File: config.mk
export PLATFORM = sky130hd
export DESIGN_NAME = wdp_poison_handler
export DESIGN_NICKNAME = d
export VERILOG_FILES = /design/src/rtl/wdp_pkg.sv /design/src/rtl/wdp_ecc_gen.sv /design/src/rtl/wdp_ingress.sv /design/src/rtl/wdp_egress.sv /design/src/rtl/wdp_poison_handler.sv
export SDC_FILE = /design/constraint.sdc
export NUM_CORES = 1
export LEC_CHECK = 0
export BUFFER_PORTS_ARGS = -buffer_cell sky130_fd_sc_hd__buf_2
export CAP_MARGIN = 20
export CORE_MARGIN = 2
export CORE_UTILIZATION = 43
export CTS_CLUSTER_DIAMETER = 200
export CTS_CLUSTER_SIZE = 24
export DETAILED_ROUTE_END_ITERATION = 10
export HOLD_SLACK_MARGIN = 0.05
export PLACE_DENSITY = 0.77
export SYNTH_ARGS = -nofsm -noshare
export SYNTH_HDL_FRONTEND = slang
export SYNTH_SLANG_ARGS = --single-unit
File: constraint.sdc
create_clock -name clk -period 1.1 [get_ports clk]
set_input_delay 0.11 -clock clk [delete_from_list [all_inputs] [get_ports clk]]
set_output_delay 0.11 -clock clk [all_outputs]
set_load 0.05 [all_outputs]
File: src/rtl/wdp_pkg.sv
package wdp_pkg;
    typedef enum logic {
        PROT_MASK = 1'b0,
        PROT_ECC  = 1'b1
    } prot_mode_e;
endpackage

File: src/rtl/wdp_ecc_gen.sv
module wdp_ecc_gen #(
    parameter int DW = 64,
    localparam int EW = DW / 8
) (
    input  logic [DW-1:0] data,
    output logic [EW-1:0] code
);
    for (genvar g = 0; g < EW; g++) begin : g_byte
        assign code[g] = ^data[8*g +: 8];
    end
endmodule

File: src/rtl/wdp_ingress.sv
module wdp_ingress #(
    parameter int DW = 64
) (
    input  logic          clk,
    input  logic          rst_n,
    input  logic          in_valid,
    output logic          in_ready,
    input  logic [DW-1:0] in_data,
    input  logic          in_fifo_par_err,
    input  logic          in_flit_ecc_err,
    input  logic          buf_wr_ready,
    output logic          buf_wr_en,
    output logic [DW-1:0] buf_wr_data,
    output logic          buf_wr_poison,
    output logic          ev_fifo_par,
    output logic          ev_flit_ecc
);
    typedef struct packed {
        logic          wr_en;
        logic [DW-1:0] data;
        logic          poison;
        logic          ev_par;
        logic          ev_ecc;
    } ing_st_t;

    ing_st_t st_d, st_q;
    logic    take;

    assign in_ready = buf_wr_ready;
    assign take     = in_valid & buf_wr_ready;

    always_comb begin
        st_d        = st_q;
        st_d.wr_en  = take;
        st_d.poison = take & (in_fifo_par_err | in_flit_ecc_err);
        st_d.ev_par = take & in_fifo_par_err;
        st_d.ev_ecc = take & in_flit_ecc_err;
        if (take) begin
            st_d.data = in_data;
        end
    end

    always_ff @(posedge clk) begin
        if (!rst_n) begin
            st_q <= '0;
        end else begin
            st_q <= st_d;
        end
    end

    assign buf_wr_en     = st_q.wr_en;
    assign buf_wr_data   = st_q.data;
    assign buf_wr_poison = st_q.poison;
    assign ev_fifo_par   = st_q.ev_par;
    assign ev_flit_ecc   = st_q.ev_ecc;
endmodule

File: src/rtl/wdp_egress.sv
module wdp_egress
    import wdp_pkg::*;
#(
    parameter int DW    = 64,
    parameter int INJ_A = 0,
    parameter int INJ_B = 1,
    localparam int EW   = DW / 8
) (
    input  logic          clk,
    input  logic          rst_n,
    input  logic          cfg_ecc_en,
    input  logic          rd_valid,
    input  logic          rd_first,
    input  logic [DW-1:0] rd_data,
    input  logic          rd_poison,
    input  logic          rd_buf_par_err,
    input  logic [EW-1:0] gen_code,
    output logic          mem_valid,
    output logic [DW-1:0] mem_data,
    output logic [EW-1:0] mem_byte_en,
    output logic [EW-1:0] mem_ecc,
    output logic          ev_buf_par
);
    localparam logic [EW-1:0] INJ_MASK = (EW'(1) << INJ_A) | (EW'(1) << INJ_B);

    typedef struct packed {
        prot_mode_e    mode;
        logic          valid;
        logic [DW-1:0] data;
        logic [EW-1:0] be;
        logic [EW-1:0] ecc;
        logic          ev_par;
    } egr_st_t;

    egr_st_t    st_d, st_q;
    prot_mode_e beat_mode;

    always_comb begin
        st_d      = st_q;
        beat_mode = st_q.mode;
        if (rd_valid && rd_first) begin
            beat_mode = cfg_ecc_en ? PROT_ECC : PROT_MASK;
            st_d.mode = beat_mode;
        end
        st_d.valid  = rd_valid;
        st_d.ev_par = rd_valid & rd_buf_par_err;
        if (rd_valid) begin
            st_d.data = rd_data;
            if (beat_mode == PROT_ECC) begin
                st_d.be  = '1;
                st_d.ecc = rd_poison ? (gen_code ^ INJ_MASK) : gen_code;
            end else begin
                st_d.be  = rd_poison ? '0 : '1;
                st_d.ecc = '0;
            end
        end
    end

    always_ff @(posedge clk) begin
        if (!rst_n) begin
            st_q      <= '0;
            st_q.mode <= PROT_MASK;
        end else begin
            st_q <= st_d;
        end
    end

    assign mem_valid   = st_q.valid;
    assign mem_data    = st_q.data;
    assign mem_byte_en = st_q.be;
    assign mem_ecc     = st_q.ecc;
    assign ev_buf_par  = st_q.ev_par;
endmodule

File: src/rtl/wdp_poison_handler.sv
module wdp_poison_handler #(
    parameter int DW    = 64,
    parameter int INJ_A = 0,
    parameter int INJ_B = 1,
    localparam int EW   = DW / 8
) (
    input  logic          clk,
    input  logic          rst_n,
    input  logic          in_valid,
    output logic          in_ready,
    input  logic [DW-1:0] in_data,
    input  logic          in_fifo_par_err,
    input  logic          in_flit_ecc_err,
    input  logic          buf_wr_ready,
    output logic          buf_wr_en,
    output logic [DW-1:0] buf_wr_data,
    output logic          buf_wr_poison,
    output logic          ev_fifo_par,
    output logic          ev_flit_ecc,
    input  logic          cfg_ecc_en,
    input  logic          rd_valid,
    input  logic          rd_first,
    input  logic [DW-1:0] rd_data,
    input  logic          rd_poison,
    input  logic          rd_buf_par_err,
    output logic          mem_valid,
    output logic [DW-1:0] mem_data,
    output logic [EW-1:0] mem_byte_en,
    output logic [EW-1:0] mem_ecc,
    output logic          ev_buf_par
);
    logic [EW-1:0] gen_code;

    wdp_ingress #(.DW(DW)) u_ing (
        .clk             (clk),
        .rst_n           (rst_n),
        .in_valid        (in_valid),
        .in_ready        (in_ready),
        .in_data         (in_data),
        .in_fifo_par_err (in_fifo_par_err),
        .in_flit_ecc_err (in_flit_ecc_err),
        .buf_wr_ready    (buf_wr_ready),
        .buf_wr_en       (buf_wr_en),
        .buf_wr_data     (buf_wr_data),
        .buf_wr_poison   (buf_wr_poison),
        .ev_fifo_par     (ev_fifo_par),
        .ev_flit_ecc     (ev_flit_ecc)
    );

    wdp_ecc_gen #(.DW(DW)) u_gen (
        .data (rd_data),
        .code (gen_code)
    );

    wdp_egress #(.DW(DW), .INJ_A(INJ_A), .INJ_B(INJ_B)) u_egr (
        .clk            (clk),
        .rst_n          (rst_n),
        .cfg_ecc_en     (cfg_ecc_en),
        .rd_valid       (rd_valid),
        .rd_first       (rd_first),
        .rd_data        (rd_data),
        .rd_poison      (rd_poison),
        .rd_buf_par_err (rd_buf_par_err),
        .gen_code       (gen_code),
        .mem_valid      (mem_valid),
        .mem_data       (mem_data),
        .mem_byte_en    (mem_byte_en),
        .mem_ecc        (mem_ecc),
        .ev_buf_par     (ev_buf_par)
    );
endmodule

==> flow_metrics.env, run 1 <==
export IMPL_r2r_start="u_egr.st_q[82]"
export IMPL_slew_violations=0
export IMPL_placed_cells=1056
export IMPL_postSynthAreaPerCell_um2=9.45
export IMPL_first_pass_iters=4
export IMPL_crit_arrival_ns=1.45
export IMPL_numClockSinks=144
export IMPL_wirelength_mm=20.9
export IMPL_start_util=0.440
export IMPL_total_power_mw=15.0
export IMPL_drc_errors=0
export IMPL_cts_made_buffers=17
export IMPL_place_area_um2=7590
export IMPL_tns_ns=-0.518
export IMPL_yosys_warnings=0
export IMPL_fin_crit_ns=1.16
export IMPL_die_w_um=126
export IMPL_max_stage_delay_ns=0.30
export IMPL_drive_above_1_share=0.362
export IMPL_synth_compound_area_frac=0.0858
export IMPL_whs_ns=0.0804
export IMPL_hp_start="rd_data[12]"
export IMPL_dp_hpwl_mm=11.6
export IMPL_num_vias=5850
export IMPL_p_per_area_nw_per_um2=1470
export IMPL_synthAdderAreaFrac=0
export IMPL_cts_tree="yes"
export IMPL_hold_viol_final=0
export IMPL_worst_slack_ns=-0.0559
export IMPL_nNetsFinal=1157
export IMPL_worstSetupStartpointType="register"
export IMPL_num_fill_cells=942
export IMPL_skew_ns=0.00516
export IMPL_synth_top_family_by_area="simple AND/OR/NAND/NOR gates"
export IMPL_die_height_um=126
export IMPL_port_buffers=289
export IMPL_synth_cell_types=21
export IMPL_violations="setup timing"
export IMPL_final_area_um2=10200
export IMPL_final_cells=1215
export IMPL_vias_per_cell=4.81
export IMPL_antenna_found_initial=0
export IMPL_path_class="register to register"
export IMPL_syn2layout_area_growth_pct=59.3
export IMPL_grt_pass1_vias=6249
export IMPL_ir_worst_vdd_v=0.000885
export IMPL_max_slew_margin=0.720
export IMPL_worst_path_max_fanout=6
export IMPL_clock_latency_ns=0.41
export IMPL_crit_slowest_cell="dfxtp_1"
export IMPL_synth_simple_gate_area_frac=0.154
export IMPL_seq_area_frac_synth=0.450
export IMPL_muxShareOfSynthArea=0.102
export IMPL_clkTransAtPathRegs_ns=0.06
export IMPL_cts_max_level=4
export IMPL_fin_crit_sh=1.05
export IMPL_core_region_area_um2=14500
export IMPL_startpoint="u_egr.st_q[82]"
export IMPL_rows=44
export IMPL_root_buffer="clkbuf_16"
export IMPL_max_freq_ghz=0.865
export IMPL_pre_cts_ws_ns=-0.232
export IMPL_setup_violations=14
export IMPL_clockBufferDepth=2
export IMPL_cap_violations=0
export IMPL_tightest_slew_ns=0.419
export IMPL_gp_congestion=0.833
export IMPL_rsz0062_at_grt="yes"
export IMPL_grt_max_degree=51
export IMPL_diodes=0
export IMPL_synth_seq_cells=144
export IMPL_grt_util_all_layers=0.247
export IMPL_synth_xor_area_share=0.0809
export IMPL_wl_per_cell_um=17.2
export IMPL_drt_antenna_violating_nets=0
export IMPL_synth_fp_nets=816
export IMPL_crit_path_end_kind="register"
export IMPL_grt_pass1_wl_mm=31.2
export IMPL_grt_overflow=0
export IMPL_io_pins=290
export IMPL_final_util=0.702
export IMPL_synth_cells=677
export IMPL_netlist_area_um2=6400
export IMPL_hold_class="input port to register"
export IMPL_power_leakage_nw=4.59
export IMPL_path_cells="mux2i_1, nand2b_4, buf_6, o22ai_2, and2_1"
export IMPL_cp_required_ns=1.40
export IMPL_die_area_um2=15900
export IMPL_drtIter0Drc=262
export IMPL_status="finished with violations"
-- worst max-delay path: cells and delay by family (launching register included) --
| kind | cells | cell delay, ns |
|---|---|---|
| flip-flops | 1 | 0.30 |
| AND/OR/NAND/NOR | 2 | 0.35 |
| multiplexers | 1 | 0.19 |
| buffers and inverters | 1 | 0.14 |
| AO/OA/AOI/OAI | 1 | 0.06 |
-- repair_timing --
action                     CTS  global route
hold buffers               127             0
gates resized for setup    172            84
hold endpoints to repair   128             0
pin swaps                    0             5
setup endpoints to repair  150            83
buffers inserted             0             0
cloned                       0             0
-- routing by layer --
layer,vias to the layer above,global-route usage,wire length [um]
met5,-,0,0
met4,0,0.153,1120
met3,81,0.0565,1130
met2,253,0.441,11100
met1,2750,0.264,7600
li1,2766,-,-
-- placed cells by master (no fill, tap or decap), types with 4 or more instances in the layout --
master and instances:
buf_6 81, dfxtp_1 127, nor2b_1 65, xor2_1 4
clkinv_2 4, dlygate4sd3_1 127, mux2i_1 65, inv_1 8
clkbuf_16 17, dfxtp_2 16, o22ai_1 4, buf_2 137
buf_4 87, a21boi_0 64, nand2_1 129, and2_1 11
o22ai_2 4, buf_12 7, clkinvlp_4 4, xnor2_2 4
xnor2_1 46
-- where the power goes --
| part | switching [mW] | internal, mW | total, mW |
|---|---|---|---|
| combinational | 2.01 | 1.58 | 3.59 |
| clock | 2.29 | 3.40 | 5.69 |
| sequential | 0.190 | 5.50 | 5.69 |
| total | 4.49 | 10.5 | 15.0 |
-- cell type report --
class,count,area [um^2],share of cell area
clock buffers,19,443,0.0434
clock inverters,13,136,0.0134
inverters,8,30.0,0.00295
multi-input cells,406,2770,0.272
flip-flops and latches,144,2910,0.285
well taps,184,230,0.0226
repair buffers,441,3680,0.361
-- cell usage after synthesis --
| library cell | n | area share |
|---|---|---|
| buf_2 | 7 | 0.0055 |
| clkbuf_1 | 22 | 0.013 |
| clkbuf_8 | 1 | 0.0022 |
| buf_4 | 84 | 0.099 |
| a31oi_1 | 1 | 0.00098 |
| and2_1 | 12 | 0.012 |
| inv_1 | 8 | 0.0047 |
| nor2b_1 | 65 | 0.064 |
| and3_1 | 2 | 0.0020 |
| mux2i_1 | 65 | 0.10 |
| xnor3_1 | 2 | 0.0070 |
| nand2b_1 | 1 | 0.00098 |
| nand2_1 | 130 | 0.076 |
| o21ai_0 | 1 | 0.00078 |
| buf_1 | 5 | 0.0029 |
| xor2_1 | 4 | 0.0055 |
| a21boi_0 | 64 | 0.075 |
| dfxtp_1 | 144 | 0.45 |
| xnor2_1 | 50 | 0.068 |
| o22ai_1 | 8 | 0.0078 |
| o21a_1 | 1 | 0.0012 |
-- cell families (layout without fill, tap and decap cells) --
group,Yosys count,in the layout
xor gates and xnor gates,56,56
and+or+nand+nor,210,210
buffers and inverters,127,481
AOI/OAI and AO/OA,75,75
muxes,65,65
DFF,144,144
-- sequential cells by signal, indices dropped and copies added (netlist names) --
signal	flops
u_egr.mem_data	64
u_egr.ev_buf_par	1
u_ing.buf_wr_en	1
u_ing.buf_wr_data	64
u_egr.st_q	1
u_ing.ev_flit_ecc	1
u_egr.mem_byte_en	1
u_ing.ev_fifo_par	1
u_egr.mem_ecc	8
u_egr.mem_valid	1
u_ing.buf_wr_poison	1
-- final timing paths --
| path | slack, ns | endpoint | cells after the start |
|---|---|---|---|
| worst max-delay path | -0.06 | u_egr.mem_ecc[6] | 5 |
| worst max register to register | -0.06 | u_egr.mem_ecc[6] | 5 |
| worst min register to register | 0.46 | u_ing.buf_wr_data[8] | 2 |
| worst min-delay path | 0.08 | u_egr.mem_data[12] | 4 |
Note: power is estimated with default switching activity, not from simulation.
==> inputs of run 2 (changes only) <==
Settings changed: CORE_UTILIZATION 43 to 51, PLACE_DENSITY 0.77 to 0.86.
Clock period 1.1 ns to 1.35 ns, I/O delays scaled along.
==> flow_metrics.env, run 2 (synthesis gave the netlist of run 1 again) <==
export IMPL_clock_latency_ns=0.42
export IMPL_first_pass_iters=4
export IMPL_slew_violations=0
export IMPL_die_height_um=116
export IMPL_worst_slack_ns=-0.00244
export IMPL_cp_required_ns=1.66
export IMPL_dp_hpwl_mm=10.9
export IMPL_cts_tree="yes"
export IMPL_crit_path_end_kind="register"
export IMPL_final_common_cell="buf_2"
export IMPL_hold_viol_final=0
export IMPL_worstSetupStartpointType="input port"
export IMPL_drive_above_1_share=0.344
export IMPL_power_leakage_nw=4.56
export IMPL_path_class="input port to register"
export IMPL_grt_busiest_layer="met2"
export IMPL_vias_per_cell=4.94
export IMPL_hold_class="input port to register"
export IMPL_antenna_found_initial=2
export IMPL_cts_max_level=4
export IMPL_num_vias=5860
export IMPL_clockBufferDepth=2
export IMPL_status="finished with violations"
export IMPL_gr_usage_met2=0.572
export IMPL_total_power_mw=12.5
export IMPL_worst_path_max_fanout=2
export IMPL_drt_antenna_violating_nets=0
export IMPL_grt_max_degree=64
export IMPL_grt_util_all_layers=0.306
export IMPL_reg2reg_depth=5
export IMPL_die_area_um2=13500
export IMPL_rows=40
export IMPL_fin_crit_sh=1.00
export IMPL_die_w_um=116
export IMPL_wirelength_mm=21.3
export IMPL_wl_per_cell_um=18.0
export IMPL_grt_pass1_vias=6273
export IMPL_port_buffers=289
export IMPL_r2r_slack_ns=0.22
export IMPL_grt_pass1_wl_mm=31.3
export IMPL_crit_end="u_egr.mem_ecc[6]"
export IMPL_ir_worst_vdd_v=0.00112
export IMPL_max_freq_ghz=0.739
export IMPL_gp_congestion=0.840
export IMPL_globalRouteMet3Util=0.0847
export IMPL_syn2layout_area_growth_pct=50.2
export IMPL_core_region_area_um2=12100
export IMPL_post_cts_buffers=0
export IMPL_crit_arrival_ns=1.66
export IMPL_cap_violations=0
export IMPL_max_slew_margin=0.766
export IMPL_final_cell_mix="buf_2, dfxtp_1, dlygate4sd3_1, nand2_1"
export IMPL_grt_overflow=0
export IMPL_setup_violations=1
export IMPL_violations="setup timing"
export IMPL_clkTransAtPathRegs_ns=0.06
export IMPL_nNetsFinal=1142
export IMPL_skew_ns=0.00628
export IMPL_rr_endpoint="u_egr.mem_ecc[7]"
export IMPL_cts_made_buffers=17
export IMPL_p_per_area_nw_per_um2=1300
export IMPL_drtIter0Drc=346
export IMPL_tightest_slew_ns=0.351
export IMPL_numClockSinks=144
export IMPL_place_area_um2=7450
export IMPL_r2r_start="u_egr.st_q[82]"
export IMPL_use_met1=0.292
export IMPL_startpoint="rd_data[55]"
export IMPL_final_area_um2=9610
export IMPL_fin_crit_ns=1.35
export IMPL_io_pins=290
export IMPL_root_buffer="clkbuf_16"
export IMPL_start_util=0.528
export IMPL_drc_errors=0
## run 2: layout make-up
class / instances / area (um^2)
antenna: 2 / 5.00
clock buffer: 24 / 502
clock inverter: 8 / 150
fill: 669 / 2500
inverter: 8 / 30.0
multi-input combinational: 406 / 2900
sequential: 144 / 2880
tap: 168 / 210
timing repair buffer: 426 / 2930
## run 2: power breakdown
| group | total [mW] | switching [mW] | internal (mW) |
|---|---|---|---|
| registers | 4.61 | 0.130 | 4.48 |
| logic | 2.76 | 1.66 | 1.10 |
| clock network | 5.18 | 1.83 | 3.35 |
## run 2: through the flow
step	util	setup slack (ns)	instances	TNS (ns)	hold slack, ns
floorplan	-	0.211	677	0	0.243
global placement	0.615	-0.0169	1027	-0.0169	0.347
detailed placement	0.615	-0.0501	1027	-0.0630	0.345
CTS	0.779	0.00850	1193	0	0.0622
global route	0.793	-0.0745	1186	-0.110	0.121
finish	0.793	-0.00244	1186	-0.00244	0.122
## run 2: routing by layer
| layer | wire (um) | vias to the layer above |
|---|---|---|
| met1 | 7450 | 2740 |
| met3 | 1230 | 96 |
| li1 | - | 2740 |
| met5 | 0 | - |
| met4 | 1130 | 0 |
| met2 | 11500 | 284 |
## run 2: worst min path at each step
stage	startpoint	end	slack (ns)	cells past startpoint
finish	rd_data[6]	u_egr.mem_data[6]	0.12	3
global route	rd_data[6]	u_egr.mem_data[6]	0.12	3
CTS	rd_data[6]	u_egr.mem_data[6]	0.06	3
detailed placement	in_fifo_par_err	u_ing.buf_wr_poison	0.34	2
global placement	in_fifo_par_err	u_ing.buf_wr_poison	0.35	2
floorplan	rd_poison	u_egr.mem_byte_en[6]	0.24	1
## run 2: critical path, cell delays in order
cell,delay [ns]
dlygate4sd3_1,0.56
buf_2,0.15
xnor2_1,0.24
xnor2_1,0.17
xnor2_1,0.15
o22ai_1,0.09
and2_1,0.16
## run 2: repair_timing
action / CTS / global route
hold endpoints to repair: 133 / 0
hold buffers: 134 / 0
endpoints found under the setup margin: 0 / 16
resized for setup: 0 / 36
==> inputs of run 3 (changes only) <==
Settings changed: CORE_UTILIZATION 51 to 52, PLACE_DENSITY 0.86 to 0.94, SYNTH_HIERARCHICAL set to 1.
==> flow_metrics.env, run 3 <==
export IMPL_synth_seq_cells=144
export IMPL_synth_common_cells="dfxtp_1, buf_4, nand2_1, nor2b_1"
export IMPL_synth_edff_count=0
export IMPL_synth_top_family_by_area="simple AND/OR/NAND/NOR gates"
export IMPL_yosys_warnings=6
export IMPL_cts_tree="yes"
export IMPL_placed_cells=1018
export IMPL_num_fill_cells=762
export IMPL_violations="setup timing"
export IMPL_drive_above_1_share=0.395
export IMPL_clkTransAtPathRegs_ns=0.06
export IMPL_hold_viol_final=0
export IMPL_final_cells=1178
export IMPL_port_buffers=289
export IMPL_worst_path_max_fanout=2
export IMPL_drt_antenna_violating_nets=0
export IMPL_cts_max_level=4
export IMPL_root_buffer="clkbuf_16"
export IMPL_slew_violations=0
export IMPL_synth_most_common_cell="dfxtp_1"
export IMPL_wl_per_cell_um=18.8
export IMPL_vias_per_cell=5.34
export IMPL_seq_area_um2=2880
export IMPL_first_pass_iters=7
export IMPL_synth_top_area_cell="dfxtp_1"
export IMPL_synth_fp_nets=816
export IMPL_post_cts_buffers=0
export IMPL_antenna_found_initial=1
export IMPL_place_area_um2=7650
export IMPL_syn2layout_area_growth_pct=41.9
export IMPL_synthAdderAreaFrac=0
export IMPL_die_w_um=118
export IMPL_crit_arrival_ns=1.69
export IMPL_power_leakage_nw=4.46
export IMPL_postSynthAreaPerCell_um2=9.97
export IMPL_wirelength_mm=22.2
export IMPL_cap_violations=0
export IMPL_final_cell_mix="buf_2, dfxtp_1, dlygate4sd3_1, nor2b_1, nand2_1"
export IMPL_final_common_cell="buf_2"
export IMPL_clockBufferDepth=2
export IMPL_tns_ns=-0.0314
export IMPL_grt_pass1_wl_mm=34.8
export IMPL_grt_max_degree=94
export IMPL_drc_errors=0
export IMPL_skew_ns=0.00876
export IMPL_num_vias=6287
export IMPL_grt_util_all_layers=0.317
export IMPL_fin_crit_sh=1.02
export IMPL_rows=41
export IMPL_synth_async_sr_flop_share=0
export IMPL_dp_hpwl_mm=11.9
export IMPL_synth_simple_gate_area_frac=0.162
export IMPL_rsz0062_at_grt="yes"
export IMPL_muxShareOfSynthArea=0.0971
export IMPL_drtIter0Drc=525
export IMPL_final_area_um2=9580
export IMPL_synth_top_cell_area_share=0.427
export IMPL_p_per_area_nw_per_um2=1290
export IMPL_cts_made_buffers=17
export IMPL_numClockSinks=144
export IMPL_hold_class="input port to register"
export IMPL_die_area_um2=13900
export IMPL_grt_overflow=0
export IMPL_ys_flop_type="dfxtp_1"
export IMPL_ir_worst_vdd_v=0.000822
export IMPL_seq_area_frac_synth=0.427
export IMPL_crit_path_end_kind="register"
export IMPL_setup_violations=1
export IMPL_worst_slack_ns=-0.0314
export IMPL_max_slew_margin=0.448
export IMPL_nNetsFinal=1132
export IMPL_r2r_slack_ns=0.17
export IMPL_netlist_area_um2=6750
export IMPL_synthTopCellsByArea="dfxtp_1, buf_4, mux2i_1"
export IMPL_die_height_um=118
export IMPL_multi_input_comb_area_um2=2940
export IMPL_status="finished with violations"
export IMPL_clock_latency_ns=0.42
export IMPL_io_pins=290
export IMPL_grt_pass1_vias=6772
export IMPL_fin_crit_ns=1.38
export IMPL_start_util=0.533
export IMPL_synth_xor_area_share=0.0753
export IMPL_gp_congestion=0.886
export IMPL_synth_cells=677
export IMPL_synth_cell_types=22
export IMPL_path_class="input port to register"
export IMPL_core_region_area_um2=12700
export IMPL_synth_compound_area_frac=0.0977
export IMPL_max_freq_ghz=0.724
export IMPL_tightest_slew_ns=0.826
export IMPL_worstSetupStartpointType="input port"
export IMPL_cp_required_ns=1.66
==> run 3: cell count changes after synthesis, moves of 8 or more <==
cell	before	now
buf_6	0	8
a32o_1	0	8
nand2_1	130	65
a21boi_0	64	1
o22ai_1	8	0
nand4_1	0	64
o21ai_2	0	60
and2_1	12	4
clkbuf_1	22	7
buf_2	7	25
inv_1	8	0
==> run 3: path summary, 6_finish.rpt <==
kind / from / endpoint / depth (start not counted)
worst max-delay path: rd_data[0] / u_egr/mem_ecc[0] / 7
worst min-delay path: rd_data[2] / u_egr/mem_data[2] / 3
worst max register to register: u_egr/mem_data[63] / u_egr/mem_data[63] / 3
worst min register to register: u_egr/mem_ecc[4] / u_egr/mem_ecc[4] / 1
==> run 3: routing by layer <==
layer	up-vias	wire length, um	global-route usage
met5	-	0	0
met4	0	1440	0.232
met3	116	1320	0.0790
met2	364	11700	0.568
met1	2933	7710	0.317
li1	2874	-	-
==> run 3: stage by stage <==
stage | hold slack, ns | total power [mW] | setup slack (ns) | utilization
finish | 0.0622 | 12.3 | -0.0314 | 0.756
global route | 0.0653 | 12.7 | -0.0980 | 0.756
CTS | 0.0523 | 12.2 | -0.00102 | 0.753
detailed placement | 0.346 | 7.10 | 0.00325 | 0.604
global placement | 0.342 | 7.05 | 0.145 | 0.604
floorplan | 0.245 | 6.65 | 0.294 | -
==> run 3: logic make-up after synthesis <==
family	after synthesis
AO/OA/AOI/OAI	76
XOR/XNOR	58
multiplexers	65
flip-flops	144
AND/OR/NAND/NOR	201
buffers and inverters	133
==> run 3: area by class of cell <==
class,instances,share of cell area
Timing Repair Buffer,430,0.306
Antenna cell,1,0.000261
Sequential cell,144,0.301
Multi-Input combinational cell,400,0.307
Clock buffer,20,0.0466
Tap cell,172,0.0225
Clock inverter,11,0.0170
==> run 3: timing repair <==
| item | in CTS | in global routing |
|---|---|---|
| hold buffers | 128 | 0 |
| endpoints found under the setup margin | 1 | 10 |
| pin swaps | 0 | 3 |
| hold endpoints to repair | 127 | 0 |
| gates resized for setup | 0 | 8 |
==> run 3: report_power, final <==
group,switching (mW),internal (mW),leakage [nW]
clock network,1.77,3.12,0.304
logic,1.77,1.03,2.97
registers,0.137,4.49,1.18
total,3.68,8.64,4.46
==> run 3: critical path, cell delays in order <==
cell           delay (ns)
dlygate4sd3_1        0.53
buf_2                0.13
xnor2_1              0.19
xnor2_1              0.17
xnor2_1              0.11
xor2_1               0.14
a32o_1               0.27
